File: config.mk
export PLATFORM = sky130hd
export DESIGN_NAME = byte_imm_logic_unit
export DESIGN_NICKNAME = d
export VERILOG_FILES = /design/src/rtl/byte_imm_pkg.sv /design/src/rtl/byte_imm_mask.sv /design/src/rtl/byte_imm_lane.sv /design/src/rtl/byte_imm_logic_unit.sv
export SDC_FILE = /design/constraint.sdc
export NUM_CORES = 1
export LEC_CHECK = 0
export ABC_AREA = 1
export ABC_CLOCK_PERIOD_IN_PS = 2009
export BUFFER_PORTS_ARGS = -buffer_cell sky130_fd_sc_hd__clkbuf_2
export CORE_AREA = 3 3 223 225
export CTS_BUF_LIST = sky130_fd_sc_hd__clkbuf_4 sky130_fd_sc_hd__clkbuf_8
export DETAILED_ROUTE_END_ITERATION = 10
export DIE_AREA = 0 0 226 228
export PLACE_DENSITY = 0.66
export SYNTH_ARGS = -nofsm -noshare
export SYNTH_HDL_FRONTEND = slang
export SYNTH_HIERARCHICAL = 1
export SYNTH_SLANG_ARGS = --single-unit
File: constraint.sdc
create_clock -name clk_i -period 2.01 [get_ports clk_i]
set_clock_uncertainty 0.1 [all_clocks]
set_input_delay 0.3015 -clock clk_i [delete_from_list [all_inputs] [get_ports clk_i]]
set_output_delay 0.3015 -clock clk_i [all_outputs]
set_load 0.05 [all_outputs]
File: src/rtl/byte_imm_pkg.sv
package byte_imm_pkg;
  typedef enum logic [2:0] {
    OP_AND   = 3'd0,
    OP_OR    = 3'd1,
    OP_NOR   = 3'd2,
    OP_XOR   = 3'd3,
    OP_MVSET = 3'd4,
    OP_MVCLR = 3'd5,
    OP_DSEL  = 3'd6,
    OP_RSVD  = 3'd7
  } op_e;
endpackage

File: src/rtl/byte_imm_mask.sv
module byte_imm_mask #(
  parameter int IMM_W  = 8,
  parameter int DATA_W = 128
) (
  input  logic [IMM_W-1:0]  imm_i,
  output logic [DATA_W-1:0] mask_o
);
  localparam int NUM_SLOTS = DATA_W / IMM_W;

  for (genvar g = 0; g < NUM_SLOTS; g++) begin : g_slot
    assign mask_o[g*IMM_W +: IMM_W] = imm_i;
  end
endmodule

File: src/rtl/byte_imm_lane.sv
module byte_imm_lane
  import byte_imm_pkg::*;
#(
  parameter int LANE_W = 64
) (
  input  op_e               op_i,
  input  logic [LANE_W-1:0] src_i,
  input  logic [LANE_W-1:0] dst_i,
  input  logic [LANE_W-1:0] mask_i,
  output logic [LANE_W-1:0] res_o
);
  always_comb begin
    unique case (op_i)
      OP_AND:   res_o = src_i & mask_i;
      OP_OR:    res_o = src_i | mask_i;
      OP_NOR:   res_o = ~(src_i | mask_i);
      OP_XOR:   res_o = src_i ^ mask_i;
      OP_MVSET: res_o = (src_i & mask_i) | (dst_i & ~mask_i);
      OP_MVCLR: res_o = (src_i & ~mask_i) | (dst_i & mask_i);
      // destination bits pick mask (1) or source (0)
      OP_DSEL:  res_o = (src_i & ~dst_i) | (mask_i & dst_i);
      default:  res_o = '0;
    endcase
  end
endmodule

File: src/rtl/byte_imm_logic_unit.sv
module byte_imm_logic_unit
  import byte_imm_pkg::*;
#(
  parameter int DATA_W = 128,
  parameter int LANE_W = 64,
  parameter int IMM_W  = 8
) (
  input  logic              clk_i,
  input  logic              rst_ni,
  input  logic              valid_i,
  input  logic [2:0]        op_i,
  input  logic [DATA_W-1:0] src_i,
  input  logic [DATA_W-1:0] dst_i,
  input  logic [IMM_W-1:0]  imm_i,
  output logic [DATA_W-1:0] result_o,
  output logic              valid_o,
  output logic              illegal_o
);
  localparam int NUM_LANES = DATA_W / LANE_W;

  op_e               op;
  logic [DATA_W-1:0] mask;
  logic [DATA_W-1:0] res_d;
  logic              rsvd;
  logic [DATA_W-1:0] res_q;
  logic              valid_q;
  logic              illegal_q;

  assign op   = op_e'(op_i);
  assign rsvd = (op == OP_RSVD);

  byte_imm_mask #(
    .IMM_W (IMM_W),
    .DATA_W(DATA_W)
  ) u_mask (
    .imm_i (imm_i),
    .mask_o(mask)
  );

  for (genvar l = 0; l < NUM_LANES; l++) begin : g_lane
    byte_imm_lane #(
      .LANE_W(LANE_W)
    ) u_lane (
      .op_i  (op),
      .src_i (src_i[l*LANE_W +: LANE_W]),
      .dst_i (dst_i[l*LANE_W +: LANE_W]),
      .mask_i(mask[l*LANE_W +: LANE_W]),
      .res_o (res_d[l*LANE_W +: LANE_W])
    );
  end

  always_ff @(posedge clk_i or negedge rst_ni) begin
    if (!rst_ni) begin
      res_q     <= '0;
      valid_q   <= 1'b0;
      illegal_q <= 1'b0;
    end else begin
      valid_q   <= valid_i;
      illegal_q <= valid_i & rsvd;
      if (valid_i) res_q <= res_d;
    end
  end

  assign result_o  = res_q;
  assign valid_o   = valid_q;
  assign illegal_o = illegal_q;
endmodule

==> impl_metrics.yaml <==
grt:
  grt_max_degree: 79
  antenna_found_initial: 11
  grt_pass1_wl_um: 122900
  grt_overflow: 0
  grt_pass1_vias: 22409
  grt.total_usage_pct: 29.58
timing:
  fmax_mhz: 552.2
  min_period_over_period_pct: 90.09
  timing.hold.ws_ns: 0.04645
  fin_crit_ns: 1.811
  max_slew_margin_pct: 59.91
  setup_tns_ns: 0
  hold_viol_final: 0
  worstMarginPinSlew_ns: 0.6014
  setup-violations-final: 0
  rsz0062_at_grt: "false"
  drv_slew: 0
die:
  dieArea_mm2: 0.05153
  die_y_um: 228
  initial_utilization_pct: 45.07
  coreArea_mm2: 0.04775
  num_rows: 80
  io_pins: 400
  die_w_um: 226
cells_and_area:
  seq_area_mm2: 0.003253
  syn_to_final_growth_pct: 14.28
  multi_input_area_mm2: 0.01470
  final_layout_size_suffix_gt1_share_pct: 13.97
  fin_nets: 4530
  fillers: 5020
  layout.cells.non_filler: 4636
  utilization_pct: 51.50
setup_path:
  crit_path_end_kind: "output pin"
  required_ns: 1.61
  worstPathCellList: "clkbuf_2"
  crit_family: "flip-flops"
  path_buf_inv: 1
  cp_slowest_stage_delay_ns: 0.49
  arrival_ns: 1.41
  cpMaxStageDelayCell: "dfrtp_1"
  crit_type: "flip-flop to output pin"
  critPathMaxFanout: 2
  worstSetupStartpointType: "flip-flop"
routing:
  routed_wl_um: 77510
  viasPerCell: 5.344
  drt-pass1-iter-count: 5
  drt_iter0_drc: 2311
  drcViolationCount: 0
  vias: 24776
  wl_per_cell_um: 16.72
  ant_nets: 0
clock_network:
  clock_path_buffers: 2
  htree_levels: 4
  cts_resized: 0
  cts.sinks: 130
  cts-root-buf: "clkbuf_8"
  cts_tree: "built"
  clk_pin_slew_ns: 0.09
  cts_made_buffers: 17
  insertion_delay_ns: 0.59
yosys:
  synth_seq_cells: 130
  yosys-mux-area-fraction_pct: 0
  synth_compound_area_share_pct: 1.058
  synth_adder_area_share_pct: 14.89
  synth.distinct_cells: 16
  synth_top_area_cell: "nand2_1"
  yosys.area_share.xor_xnor_pct: 0
  synthTopCellsByArea: "nand2_1, dfrtp_1, ha_1, nand4_1, nand3_1"
  netlist.area_leader.share_pct: 30.77
  synth_top_family_by_area: "simple AND/OR/NAND/NOR gates"
  syn_avg_cell_area_um2: 5.668
  syn_inst: 3796
  yosysSeqAreaShare_pct: 15.12
  synth_nets: 4322
  yosys_warnings: 6
  syn-cell-area_mm2: 0.02152
  yosys.area_share.simple_pct: 52.13
placed_design:
  port_buffers: 399
  gp_congestion: 0.8556
  dpl.cell_count: 4571
  dp_hpwl_um: 52300
power:
  fin_total_pwr_mw: 11.96
  power.density_mw_per_mm2: 486.3
  vdd_drop_max_mv: 0.4200
  leakagePower_nw: 14.94
hold_path:
  hold_path_class: "primary input to flip-flop"
run:
  max_cap_violations: 0
run_status:
  status: "finished clean"
## where the power goes
group	internal (mW)	total, mW	switching (mW)
combinational	1.70	5.77	4.07
clock	1.58	2.98	1.40
sequential	2.97	3.21	0.241
## final timing paths
check / startpoint / endpoint / slack [ns] / depth (start not counted)
worst min register to register: result_o[94] / result_o[94] / 0.37 / 2
worst min-delay path: dst_i[34] / result_o[34] / 0.05 / 7
min in group asynchronous: rst_ni / result_o[48] / 0.13 / 2
max in group asynchronous: rst_ni / result_o[6] / 1.12 / 3
worst max-delay path: result_o[17] / result_o[17] / 0.20 / 1
worst max register to register: result_o[17] / result_o[17] / 1.18 / 2
## per-stage QoR
| step | setup WS, ns | instance area, um2 |
|---|---|---|
| 2_1_floorplan | 0.5045 | 21520 |
| 3_3_place_gp | 0.1361 | 23810 |
| 3_5_place_dp | 0.1394 | 23810 |
| 4_1_cts | 0.1214 | 24580 |
| 5_1_grt | 0.1189 | 24580 |
| 6_report | 0.1991 | 24590 |
## cells in the mapped netlist
| cell | number |
|---|---|
| buf_1 | 18 |
| buf_2 | 151 |
| buf_4 | 152 |
| buf_6 | 10 |
| clkbuf_1 | 17 |
| dfrtp_1 | 130 |
| ha_1 | 256 |
| inv_1 | 386 |
| inv_2 | 7 |
| nand2_1 | 1764 |
| nand3_1 | 378 |
| nand4_1 | 344 |
| nor2_1 | 135 |
| nor2_4 | 4 |
| o21ai_0 | 42 |
| o21ai_2 | 2 |
## logic make-up (layout without fill, tap and decap cells)
group	after synthesis	in the layout
flops	130	130
other cells	0	4
simple gates	2625	2625
compound gates	44	44
buf+inv	741	962
fa+ha+maj	256	256
## layout by cell type, fill, tap and decap left out, drive strengths merged
master	netlist	routed
clkinv	0	4
buf	331	122
clkinvlp	0	4
nor2	139	139
dlygate4sd3	0	29
nand2	1764	1764
nand3	378	378
nand4	344	344
o21ai	44	44
bufinv	0	5
inv	393	392
ha	256	256
clkbuf	17	406
dfrtp	130	130
diode	0	4
## final cells by class
class | instances | area share, %
Inverter | 393 | 6.040
Clock buffer | 20 | 1.119
Antenna cell | 4 | 0.04071
Clock inverter | 12 | 0.8243
Sequential cell | 130 | 13.23
Multi-Input combinational cell | 2925 | 59.77
Timing Repair Buffer | 537 | 15.84
Tap cell | 615 | 3.129
## worst reg2reg max path, delay by kind of cell, from the launching register on
family / cells / cell delay, ns
flip-flops: 1 / 0.48
AND/OR/NAND/NOR: 2 / 0.16
## sequential cells by signal (all words and copies together), names as in the netlist
name / count
illegal_o: 1
result_o: 128
valid_o: 1
## per-layer routing
| layer | track usage [%] | share of wire [%] |
|---|---|---|
| met2 | 48.83 | 46 |
| met4 | 8.500 | 1.9 |
| met5 | 0 | 0.14 |
| met1 | 39.31 | 44 |
| met3 | 5.477 | 8.0 |
## what timing repair did
item / in CTS / in global routing
setup buffers: 0 / 0
hold endpoints to repair: 158 / 0
hold buffers: 29 / 0
Note: power is estimated with default switching activity, not from simulation.
